`src/rtl/tick_pkg.sv`:
```
package tick_pkg;

    localparam int DEF_CNT_W = 63;
    localparam int NUM_TMR   = 3;
    localparam int SOFT_W    = 2;

    typedef enum logic [1:0] {
        TMR_TICK   = 2'd0,
        TMR_STICK  = 2'd1,
        TMR_HSTICK = 2'd2
    } tmr_sel_e;

    typedef struct packed {
        logic hit;    // equality began this cycle
        logic armed;  // block flag clear
    } match_t;

    // Only the two lower-privilege timers post into the software-interrupt word.
    function automatic logic feeds_softint(int idx);
        return idx != int'(TMR_HSTICK);
    endfunction

endpackage

```
`src/rtl/tick_counter.sv`:
```
module tick_counter #(
    parameter int CNT_W = 63
) (
    input  logic             clk,
    input  logic             rst,
    input  logic             wr_en,
    input  logic [CNT_W-1:0] wr_val,
    output logic [CNT_W-1:0] count
);
    localparam logic [CNT_W-1:0] LIMIT = '1;

    always_ff @(posedge clk) begin
        if (rst) begin
            count <= '0;
        end else if (wr_en) begin
            count <= wr_val;
        end else if (count == LIMIT) begin
            count <= '0;
        end else begin
            count <= count + 1'b1;
        end
    end
endmodule

```
`src/rtl/tick_compare.sv`:
```
module tick_compare
    import tick_pkg::*;
#(
    parameter int CNT_W = 63
) (
    input  logic             clk,
    input  logic             rst,
    input  logic             wr_en,
    input  logic [CNT_W:0]   wr_word,
    input  logic [CNT_W-1:0] count,
    output match_t           ev
);
    logic             block_q;
    logic [CNT_W-1:0] target_q;
    logic             eq_q;
    logic             eq_now;

    always_ff @(posedge clk) begin
        if (rst) begin
            block_q  <= 1'b1;
            target_q <= '0;
        end else if (wr_en) begin
            block_q  <= wr_word[CNT_W];
            target_q <= wr_word[CNT_W-1:0];
        end
    end

    assign eq_now = (count == target_q);

    always_ff @(posedge clk) begin
        if (rst) begin
            eq_q <= 1'b0;
        end else begin
            eq_q <= eq_now;
        end
    end

    assign ev.hit   = eq_now & ~eq_q;
    assign ev.armed = ~block_q;
endmodule

```
`src/rtl/tick_irq_merge.sv`:
```
module tick_irq_merge
    import tick_pkg::*;
#(
    parameter int NUM = NUM_TMR,
    parameter int SW  = SOFT_W
) (
    input  logic                 clk,
    input  logic                 rst,
    input  match_t [NUM-1:0]     ev,
    input  logic   [SW-1:0]      soft_clr,
    output logic   [SW-1:0]      soft_q,
    output logic                 irq_q
);
    logic [NUM-1:0] fire;
    logic [SW-1:0]  soft_set;

    for (genvar i = 0; i < NUM; i++) begin : g_fire
        assign fire[i] = ev[i].hit & ev[i].armed;
        if (feeds_softint(i)) begin : g_soft
            assign soft_set[i] = fire[i];
        end
    end

    always_ff @(posedge clk) begin
        if (rst) begin
            soft_q <= '0;
            irq_q  <= 1'b0;
        end else begin
            soft_q <= soft_set | (soft_q & ~soft_clr);
            irq_q  <= |fire;
        end
    end
endmodule

```
`src/rtl/tick_timer_unit.sv`:
```
module tick_timer_unit
    import tick_pkg::*;
#(
    parameter int CNT_W = DEF_CNT_W
) (
    input  logic                 clk,
    input  logic                 rst,
    input  logic [NUM_TMR-1:0]   cnt_wr_en,
    input  logic [CNT_W-1:0]     cnt_wr_data,
    input  logic [NUM_TMR-1:0]   cmp_wr_en,
    input  logic [CNT_W:0]       cmp_wr_data,
    input  logic [SOFT_W-1:0]    softint_clr,
    output logic [CNT_W:0]       tick_count_o,
    output logic [CNT_W:0]       stick_count_o,
    output logic [CNT_W:0]       hstick_count_o,
    output logic                 softint_tick_o,
    output logic                 softint_stick_o,
    output logic                 timer_irq_o
);
    logic   [CNT_W-1:0]    cnt_val [NUM_TMR];
    match_t [NUM_TMR-1:0]  match_ev;
    logic   [NUM_TMR-1:0]  match_hit;
    logic   [NUM_TMR-1:0]  match_en;
    logic   [SOFT_W-1:0]   soft_bits;

    for (genvar i = 0; i < NUM_TMR; i++) begin : g_tmr
        tick_counter #(.CNT_W(CNT_W)) u_cnt (
            .clk    (clk),
            .rst    (rst),
            .wr_en  (cnt_wr_en[i]),
            .wr_val (cnt_wr_data),
            .count  (cnt_val[i])
        );

        tick_compare #(.CNT_W(CNT_W)) u_cmp (
            .clk     (clk),
            .rst     (rst),
            .wr_en   (cmp_wr_en[i]),
            .wr_word (cmp_wr_data),
            .count   (cnt_val[i]),
            .ev      (match_ev[i])
        );

        assign match_hit[i] = match_ev[i].hit;
        assign match_en[i]  = match_ev[i].armed;
    end

    tick_irq_merge #(.NUM(NUM_TMR), .SW(SOFT_W)) u_merge (
        .clk      (clk),
        .rst      (rst),
        .ev       (match_ev),
        .soft_clr (softint_clr),
        .soft_q   (soft_bits),
        .irq_q    (timer_irq_o)
    );

    assign tick_count_o    = {1'b0, cnt_val[TMR_TICK]};
    assign stick_count_o   = {1'b0, cnt_val[TMR_STICK]};
    assign hstick_count_o  = {1'b0, cnt_val[TMR_HSTICK]};
    assign softint_tick_o  = soft_bits[TMR_TICK];
    assign softint_stick_o = soft_bits[TMR_STICK];
endmodule

```
`config.mk`:
```
export PLATFORM = sky130hd
export DESIGN_NAME = tick_timer_unit
export DESIGN_NICKNAME = d
export VERILOG_FILES = /design/src/rtl/tick_pkg.sv /design/src/rtl/tick_counter.sv /design/src/rtl/tick_compare.sv /design/src/rtl/tick_irq_merge.sv /design/src/rtl/tick_timer_unit.sv
export SDC_FILE = /design/constraint.sdc
export NUM_CORES = 1
export LEC_CHECK = 0
export BUFFER_PORTS_ARGS = -buffer_cell sky130_fd_sc_hd__buf_4
export CORE_MARGIN = 2
export CORE_UTILIZATION = 45
export CTS_CLUSTER_SIZE = 10
export DETAILED_ROUTE_END_ITERATION = 10
export PLACE_DENSITY_LB_ADDON = 0.25
export SLEW_MARGIN = 20
export SYNTH_ARGS = -nofsm -noshare
export SYNTH_HDL_FRONTEND = slang
export SYNTH_HIERARCHICAL = 1
export SYNTH_SLANG_ARGS = --single-unit
```
`constraint.sdc`:
```
create_clock -name clk -period 5 [get_ports clk]
set_input_delay 0.25 -clock clk [delete_from_list [all_inputs] [get_ports clk]]
set_output_delay 0.25 -clock clk [all_outputs]
set_load 0.01 [all_outputs]
```
==> impl_metrics.py, run 1 <==
metrics = {
    "routing": {
        "drc": 0,
        "dr.pass1.iters": 5,
        "wl_per_cell_um": 24.83,
        "ant_nets": 0,
        "via_per_inst": 5.652,
        "vias": 17650,
        "drtIter0Drc": 1791,
        "routed_wl_um": 77530,
    },
    "yosys": {
        "yosysUniqueCellTypes": 40,
        "syn_area_mm2": 0.01901,
        "yosysSeqAreaShare": 0.4074,
        "synth-async-reset-ratio": 0,
        "synthCells": 2136,
        "avgSynthCellArea_um2": 8.902,
        "ys.warnings.count": 6,
        "synth_top_area_frac": 0.4074,
        "synth_common_cells": "dfxtp_1, xnor2_1, nand2_1",
        "synth_ff_type": "dfxtp_1",
        "synth.ff_latch_count": 387,
        "yosysTopAreaCell": "dfxtp_1",
        "yosysMostFrequentCell": "dfxtp_1",
        "synth_edf_count": 0,
        "post_synth_main_area_contributors": "dfxtp_1, xnor2_1, mux2i_1",
    },
    "setup_path": {
        "crit_end": "g_tmr[2].u_cnt/count[8]",
        "slowest_stage": "o31ai_4",
        "ff2ff_path_depth": 7,
        "path_buf_inv": 1,
        "crit_family": "simple AND/OR/NAND/NOR gates",
        "crit_arrival_ns": 4.01,
        "r2r_start": "g_tmr[2].u_cnt/count[0]",
        "worst_setup_path_end_kind": "register",
        "path_cells": "ha_1 -> nand2_1 -> nor3_4 -> nand4_2 -> o31ai_4 -> buf_12 -> o21ai_0",
        "cp_num_cells": 7,
        "crit_path_max_fanout": 35,
        "crit_start": "g_tmr[2].u_cnt/count[0]",
        "r2r_slack_ns": 1.45,
        "crit_type": "register to register",
        "r2r_end": "g_tmr[2].u_cnt/count[8]",
        "crit_path_start_kind": "register",
        "critPathMaxStageDelay_ns": 1.03,
        "required_ns": 5.46,
    },
    "clocking": {
        "cts_max_level": 2,
        "cts_buffer_depth": 3,
        "clk_latency_ns": 0.58,
        "cts-resized-gates": 0,
        "post_cts_buffers": 0,
        "holdBufCountCts": 132,
        "clkTransAtPathRegs_ns": 0.05,
        "cts_tree": "built",
        "cts.sinks": 387,
        "clockRootBuffer": "clkbuf_16",
        "numCtsBuffers": 46,
    },
    "floorplanning": {
        "core_mm2": 0.04185,
        "rows": 75,
        "io_pins": 332,
        "fp.dieArea_mm2": 0.04392,
        "die_y_um": 209.6,
        "start_util": 0.4543,
        "die_width_um": 209.6,
    },
    "worst_hold_path": {
        "hold_class": "input pin to register",
    },
    "power": {
        "ir_worst_vdd_v": 0.0002543,
        "leakagePower_nw": 9.450,
        "switchingPower_mw": 2.244,
        "power_frac_comb": 0.157,
        "seqPwrFrac": 0.451,
        "p_int_mw": 5.647,
        "clkPwrFrac": 0.392,
        "power_switching_share": 0.2844,
        "powerDensity_mw_per_mm2": 322.7,
    },
    "final_layout": {
        "n_antenna_cell": 0,
        "nets": 2708,
        "final_util": 0.5843,
        "drive_gt1_frac": 0.1816,
        "syn_to_final_growth_pct": 28.61,
    },
    "timing": {
        "fin_skew_ns": 0.01442,
        "hold_viol_final": 0,
        "slew_headroom": 0.2986,
        "setup_viol": 0,
        "post-route-min-period_ns": 3.554,
        "rsz0062_at_grt": "false",
        "worst_pin_slew_ns": 1.052,
        "period_share": 0.7107,
        "final_max_slew_viol_count": 0,
        "max_freq_mhz": 281.4,
        "finalSetupTns_ns": 0,
    },
    "global_routing": {
        "grt_use_total": 0.3466,
        "grt-ovfl-total": 0,
        "grt_first_pass_wirelength_um": 112300,
        "antenna_found_initial": 1,
        "grt_max_degree": 94,
        "grt_pass1_vias": 16580,
    },
    "placement": {
        "dp_hpwl_um": 59130,
        "portBuffers": 328,
        "place.gp.congestion": 0.9836,
    },
    "flow_run": {
        "drv_cap": 0,
    },
    "run_status": {
        "outcome": "completed",
    },
}
## routing by layer
layer,wire [µm],track usage
met5,8,0
met4,4331,0.1768
met3,5908,0.05447
met2,35360,0.5610
met1,31920,0.4500
## state kept, by name, summed over array words and instances, names as in the netlist
| name | count |
|---|---|
| g_tmr.u_cmp/block_q | 3 |
| g_tmr.u_cmp/eq_q | 3 |
| u_merge/soft_q | 2 |
| u_merge/irq_q | 1 |
| g_tmr.u_cmp/target_q | 189 |
| g_tmr.u_cnt/count | 189 |
## area by class of cell
class                           instances  area [µm²]
Tap cell                              539       674.4
Fill cell                            3702       17400
Multi-Input combinational cell       1622       10660
Clock inverter                          2       38.79
Inverter                               36       135.1
Clock buffer                           61        1279
Sequential cell                       387        7747
Timing Repair Buffer                  475        3925
## kinds of logic after synthesis
logic type / after synthesis / synth area share
other cells: 1 / 0.0001972
fa+ha+maj: 3 / 0.001974
buf+inv: 129 / 0.03514
mux: 189 / 0.09949
compound gates: 201 / 0.05870
xor+xnor: 372 / 0.1713
flops: 387 / 0.4074
simple gates: 854 / 0.2257
## power by group through the flow
stage                     Sequential [mW]  Combinational (mW)  Clock, mW
after global placement               3.61                1.13          0
final                                3.56                1.24       3.09
after CTS                            3.55                1.22       3.13
after global routing                 3.58                1.30       3.25
after detailed placement             3.61                1.13          0
after floorplan                      3.56               0.560          0
## tightest hold or removal path, delay by kind of cell
family                 cells  cell delay (ns)
buffers and inverters      1             0.14
AO/OA/AOI/OAI              1             0.06
AND/OR/NAND/NOR            1             0.11
## through the flow
| stage | worst slack [ns] | power (mW) | area (µm²) | std cells | hold slack (ns) |
|---|---|---|---|---|---|
| floorplan | 2.981 | 4.122 | 19020 | 2138 | 0.3191 |
| global placement | 1.656 | 4.736 | 21820 | 2927 | 0.4670 |
| detailed placement | 1.524 | 4.750 | 21820 | 2927 | 0.4716 |
| CTS | 1.503 | 7.903 | 24450 | 3122 | 0.01508 |
| global route | 1.339 | 8.125 | 24450 | 3122 | 0.02447 |
| finish | 1.446 | 7.891 | 24450 | 3122 | 0.03371 |
## layout by cell type (no fill, tap or decap), types with 5 or more instances in the layout
cell type	count
o21ai_0	21
a211oi_1	9
nand2_1	276
clkbuf_16	47
dlygate4sd3_1	132
xnor2_1	312
nor3_4	9
nor2_1	249
buf_4	340
and4_1	9
dfxtp_1	387
nor3_2	9
nand4_2	6
mux2i_1	189
a21oi_1	11
nand3_1	57
clkbuf_1	9
and3_1	15
nor3_1	42
o21ai_1	147
inv_1	36
nor4_1	30
and2_1	9
nand4_1	99
xor2_1	60
nor4_2	21
nand3_2	6
clkbuf_8	5
## worst min path at each step
stage / cells after the start / slack, ns / end / from
after floorplan: 1 / 0.32 / u_merge/soft_q[0] / rst
after global placement: 2 / 0.47 / u_merge/soft_q[0] / u_merge/soft_q[0]
after detailed placement: 2 / 0.47 / u_merge/soft_q[1] / u_merge/soft_q[1]
after CTS: 3 / 0.02 / g_tmr[0].u_cnt/count[54] / cnt_wr_data[54]
after global routing: 3 / 0.02 / g_tmr[0].u_cnt/count[54] / cnt_wr_data[54]
final: 3 / 0.03 / g_tmr[0].u_cnt/count[54] / cnt_wr_data[54]
Power figures use the tool's default switching activity.
==> run 2, diff against run 1 <==
Clock period 5 ns to 3.16 ns, I/O delays scaled along.
==> run 2 against run 1 <==
Against the previous run:
- setup slack worse by 1.0 ns
- final cell count increased by 0.93%
- non-clock buffer count is 37 higher
- combinational power grew 65%
- global-route usage down 0.11 points
- sequential share of layout area is 0.24 points lower
- sequential power rose by 57%
- largest power group unchanged
==> impl_metrics.py, run 2 (synthesized netlist as in run 1, its figures left out) <==
metrics = {
    "floorplanning": {
        "rows": 75,
        "start_util": 0.4543,
        "die_width_um": 209.6,
        "fp.dieArea_mm2": 0.04392,
        "die_y_um": 209.6,
        "core_mm2": 0.04185,
        "io_pins": 332,
    },
    "setup_path": {
        "crit_path_start_kind": "register",
        "crit_arrival_ns": 3.19,
        "required_ns": 3.61,
        "crit_type": "register to register",
        "worst_setup_path_end_kind": "register",
        "crit_path_max_fanout": 17,
    },
    "final_layout": {
        "nets": 2744,
        "syn_to_final_growth_pct": 29.58,
        "final_common_cell": "dfxtp_1",
        "drive_gt1_frac": 0.1910,
        "final_util": 0.5887,
        "num-fill-cells": 3722,
        "stdcell_area_mm2": 0.02464,
        "layout_common_cells": "dfxtp_1, buf_4, xnor2_1, nand2_1, nor2_1",
        "n_antenna_cell": 0,
        "reg_top3": "g_tmr.u_cmp/target_q: 189 flops, g_tmr.u_cnt/count: 189 flops",
    },
    "timing": {
        "fin_skew_ns": 0.01266,
        "slew_headroom": 0.2574,
        "worst_pin_slew_ns": 1.111,
        "setup_viol": 0,
        "rsz0062_at_grt": "false",
        "post-route-min-period_ns": 2.737,
        "max_freq_mhz": 365.4,
        "finalSetupTns_ns": 0,
        "finalWorstSetupSlack_ns": 0.4230,
        "hold_viol_final": 0,
        "final_max_slew_viol_count": 0,
        "period_share": 0.8661,
    },
    "global_routing": {
        "grt_use_total": 0.3455,
        "grt_first_pass_wirelength_um": 112400,
        "grt-ovfl-total": 0,
        "antenna_found_initial": 0,
        "grt_max_degree": 145,
        "grt_pass1_vias": 17170,
    },
    "routing": {
        "vias": 18090,
        "drtIter0Drc": 2100,
        "dr.pass1.iters": 8,
        "drc": 0,
        "routed_wl_um": 77270,
        "via_per_inst": 5.742,
        "wl_per_cell_um": 24.52,
        "ant_nets": 0,
    },
    "power": {
        "powerDensity_mw_per_mm2": 494.4,
        "ir_worst_vdd_v": 0.0003472,
        "p_total_mw": 12.18,
        "leakagePower_nw": 9.588,
    },
    "clocking": {
        "cts.sinks": 387,
        "cts_tree": "built",
        "cts_max_level": 2,
        "post_cts_buffers": 0,
        "numCtsBuffers": 45,
        "cts-resized-gates": 0,
        "clockRootBuffer": "clkbuf_16",
        "holdBufCountCts": 132,
        "cts_buffer_depth": 3,
        "clk_latency_ns": 0.57,
        "clkTransAtPathRegs_ns": 0.06,
    },
    "run_status": {
        "outcome": "completed",
    },
    "flow_run": {
        "drv_cap": 0,
    },
    "placement": {
        "dp_hpwl_um": 58610,
        "portBuffers": 328,
        "dp_slack_ns": 0.4827,
        "place.gp.congestion": 0.9977,
        "place_area_mm2": 0.02214,
    },
    "worst_hold_path": {
        "hold_class": "input pin to register",
    },
}
-- run 2: cell types whose count changed in the layout (fill, tap and decap cells not counted) --
cell	delta
inv_6	-1
clkbuf_16	-2
clkbuf_8	-4
bufinv_16	-1
clkbuf_1	-1
clkinv_2	+1
buf_4	+33
buf_12	+4
-- run 2: final cells by class --
cell class / count / area [µm²] / share of cell area
Clock buffer: 54 / 1170 / 0.04748
Clock inverter: 1 / 5.005 / 0.0002031
Timing Repair Buffer: 512 / 4253 / 0.1726
Tap cell: 539 / 674.4 / 0.02737
Sequential cell: 387 / 7747 / 0.3144
Multi-Input combinational cell: 1622 / 10660 / 0.4324
Inverter: 36 / 135.1 / 0.005484
-- run 2: routing by layer --
layer	share of wire	track usage
met5	0	0
met4	0.066	0.2020
met3	0.099	0.06644
met2	0.44	0.5347
met1	0.40	0.4510
-- run 2: through the flow --
stage / std cells / hold WS, ns
2_1_floorplan: 2138 / 0.2271
3_3_place_gp: 2964 / 0.3862
3_5_place_dp: 2964 / 0.3992
4_1_cts: 3151 / 0.04696
5_1_grt: 3151 / 0.07526
6_report: 3151 / 0.04554
-- run 2: critical path: stages (launching register included) --
cell	delay (ns)
dfxtp_1	0.53
nand2_1	0.17
nor3_4	0.54
nand3_2	0.55
nor4_1	0.57
xnor2_1	0.17
o21ai_1	0.07
-- run 2: final timing paths --
path                                start                     endpoint  slack, ns  cells after the start
setup / recovery  g_tmr[2].u_cnt/count[9]     g_tmr[2].u_cnt/count[61]       0.42                      6
hold reg to reg    g_tmr[0].u_cmp/block_q       g_tmr[0].u_cmp/block_q       0.48                      2
setup reg to reg  g_tmr[2].u_cnt/count[9]     g_tmr[2].u_cnt/count[61]       0.42                      6
hold / removal                        rst  g_tmr[1].u_cmp/target_q[50]       0.05                      2
-- run 2: report_power, final --
part	total, mW	internal, mW	switching, mW	leakage [nW]
sequential	5.60	5.18	0.421	3.20
combinational	2.04	0.932	1.11	5.82
clock	4.54	2.56	1.99	0.575
==> run 3, diff against run 2 <==
==> constraint.sdc (replaced) <==
create_clock -name clk -period 3.16 [get_ports clk]
set_input_delay 0.632 -clock clk [delete_from_list [all_inputs] [get_ports clk]]
set_output_delay 0.632 -clock clk [all_outputs]
set_load 0.01 [all_outputs]
==> run 3 against run 2 <==
Against the previous run:
- sequential power barely moved
- non-clock buffer count fell by 132
- sequential cell count did not move
- via count fell by 2.4%
- clock-buffer cell count rose by 2
- combinational power fell by 7%
- register-to-register slack improved by 0.06 ns
- total power rose by 0.16%
==> impl_metrics.py, run 3 (synthesized netlist as in run 1, its figures left out) <==
metrics = {
    "run_status": {
        "outcome": "completed",
    },
    "placement": {
        "dp_hpwl_um": 58130,
        "place.gp.congestion": 1.004,
        "dp_cells": 2964,
        "portBuffers": 328,
        "place_area_mm2": 0.02214,
        "dp_slack_ns": 0.5927,
    },
    "clocking": {
        "clk_latency_ns": 0.57,
        "post_cts_buffers": 0,
        "cts_tree": "built",
        "cts-resized-gates": 0,
        "clockRootBuffer": "clkbuf_16",
        "cts_buffer_depth": 3,
        "clkTransAtPathRegs_ns": 0.06,
        "cts.sinks": 387,
        "numCtsBuffers": 45,
        "holdBufCountCts": 0,
        "cts_max_level": 2,
    },
    "timing": {
        "finalWorstSetupSlack_ns": 0.4844,
        "period_share": 0.8467,
        "worst_pin_slew_ns": 0.7587,
        "hold_ws_ns": 0.2950,
        "setup_viol": 0,
        "final_max_slew_viol_count": 0,
        "max_freq_mhz": 373.8,
        "slew_headroom": 0.4930,
        "fin_skew_ns": 0.01416,
        "finalSetupTns_ns": 0,
        "rsz0062_at_grt": "false",
        "hold_viol_final": 0,
        "post-route-min-period_ns": 2.676,
    },
    "global_routing": {
        "grt-ovfl-total": 0,
        "antenna_found_initial": 1,
        "grt_use_total": 0.3351,
        "grt_max_degree": 151,
        "grt_pass1_vias": 16360,
        "grt_first_pass_wirelength_um": 108600,
    },
    "final_layout": {
        "final_cells": 3021,
        "layout_common_cells": "dfxtp_1, buf_4, xnor2_1, nand2_1, nor2_1",
        "drive_gt1_frac": 0.2031,
        "final_common_cell": "dfxtp_1",
        "stdcell_area_mm2": 0.02340,
        "num-fill-cells": 3782,
        "nets": 2612,
        "reg_top3": "g_tmr.u_cmp/target_q: 189 flops, g_tmr.u_cnt/count: 189 flops",
        "syn_to_final_growth_pct": 23.08,
        "n_antenna_cell": 0,
    },
    "floorplanning": {
        "start_util": 0.4543,
        "io_pins": 332,
        "die_width_um": 209.6,
        "die_y_um": 209.6,
        "fp.dieArea_mm2": 0.04392,
        "rows": 75,
        "core_mm2": 0.04185,
    },
    "setup_path": {
        "crit_path_start_kind": "register",
        "worst_setup_path_end_kind": "register",
        "required_ns": 3.61,
        "crit_arrival_ns": 3.13,
        "crit_type": "register to register",
        "crit_path_max_fanout": 17,
    },
    "routing": {
        "via_per_inst": 5.843,
        "routed_wl_um": 75490,
        "vias": 17650,
        "drc": 0,
        "ant_nets": 0,
        "drtIter0Drc": 1894,
        "dr.pass1.iters": 8,
        "wl_per_cell_um": 24.99,
    },
    "power": {
        "ir_worst_vdd_v": 0.0003652,
        "powerDensity_mw_per_mm2": 521.4,
        "leakagePower_nw": 9.080,
    },
    "flow_run": {
        "drv_cap": 0,
    },
    "worst_hold_path": {
        "hold_class": "input pin to register",
    },
}
==> run 3: cell count changes in the layout (fill, tap and decap cells not counted) <==
cell           previous run  this run
clkbuf_1                  8         5
clkbuf_16                45        47
inv_6                     0         1
dlygate4sd3_1           132         0
clkinv_2                  1         0
clkbuf_8                  1         4
==> run 3: worst paths after layout <==
| check | startpoint | end | slack (ns) | cells past startpoint |
|---|---|---|---|---|
| hold reg to reg | g_tmr[0].u_cmp/block_q | g_tmr[0].u_cmp/block_q | 0.48 | 2 |
| setup reg to reg | g_tmr[2].u_cnt/count[9] | g_tmr[2].u_cnt/count[57] | 0.48 | 6 |
| setup / recovery | g_tmr[2].u_cnt/count[9] | g_tmr[2].u_cnt/count[57] | 0.48 | 6 |
| hold / removal | cnt_wr_data[6] | g_tmr[2].u_cnt/count[6] | 0.30 | 3 |
==> run 3: where the power goes <==
part / internal (mW) / switching (mW)
clock: 2.73 / 1.97
sequential: 5.18 / 0.427
combinational: 0.825 / 1.07
==> run 3: area by class of cell <==
class	count	area [µm²]	area share
Inverter	36	135.1	0.005774
Sequential cell	387	7747	0.3311
Tap cell	539	674.4	0.02882
Clock inverter	1	8.758	0.0003743
Clock buffer	56	1250	0.05341
Timing Repair Buffer	380	2932	0.1253
Multi-Input combinational cell	1622	10660	0.4553
==> run 3: worst max-delay path, cell delays in order (launching register included) <==
cell and delay, ns:
dfxtp_1 0.56, nand2_1 0.18, nor3_4 0.51, nand3_2 0.54, nor4_1 0.52, xnor2_1 0.17
o21ai_1 0.07
==> run 3: routing by layer <==
layer  routed length (µm)  GRT usage
met1                30180     0.4370
met4                 4679     0.1856
met3                 7338    0.07138
met2                33290     0.5186
met5                   10          0
==> run 3: metrics by stage <==
step,util,power [mW]
2_1_floorplan,-,6.522
3_3_place_gp,0.5291,7.504
3_5_place_dp,0.5291,7.535
4_1_cts,0.5592,12.18
5_1_grt,0.5592,12.54
6_report,0.5592,12.20
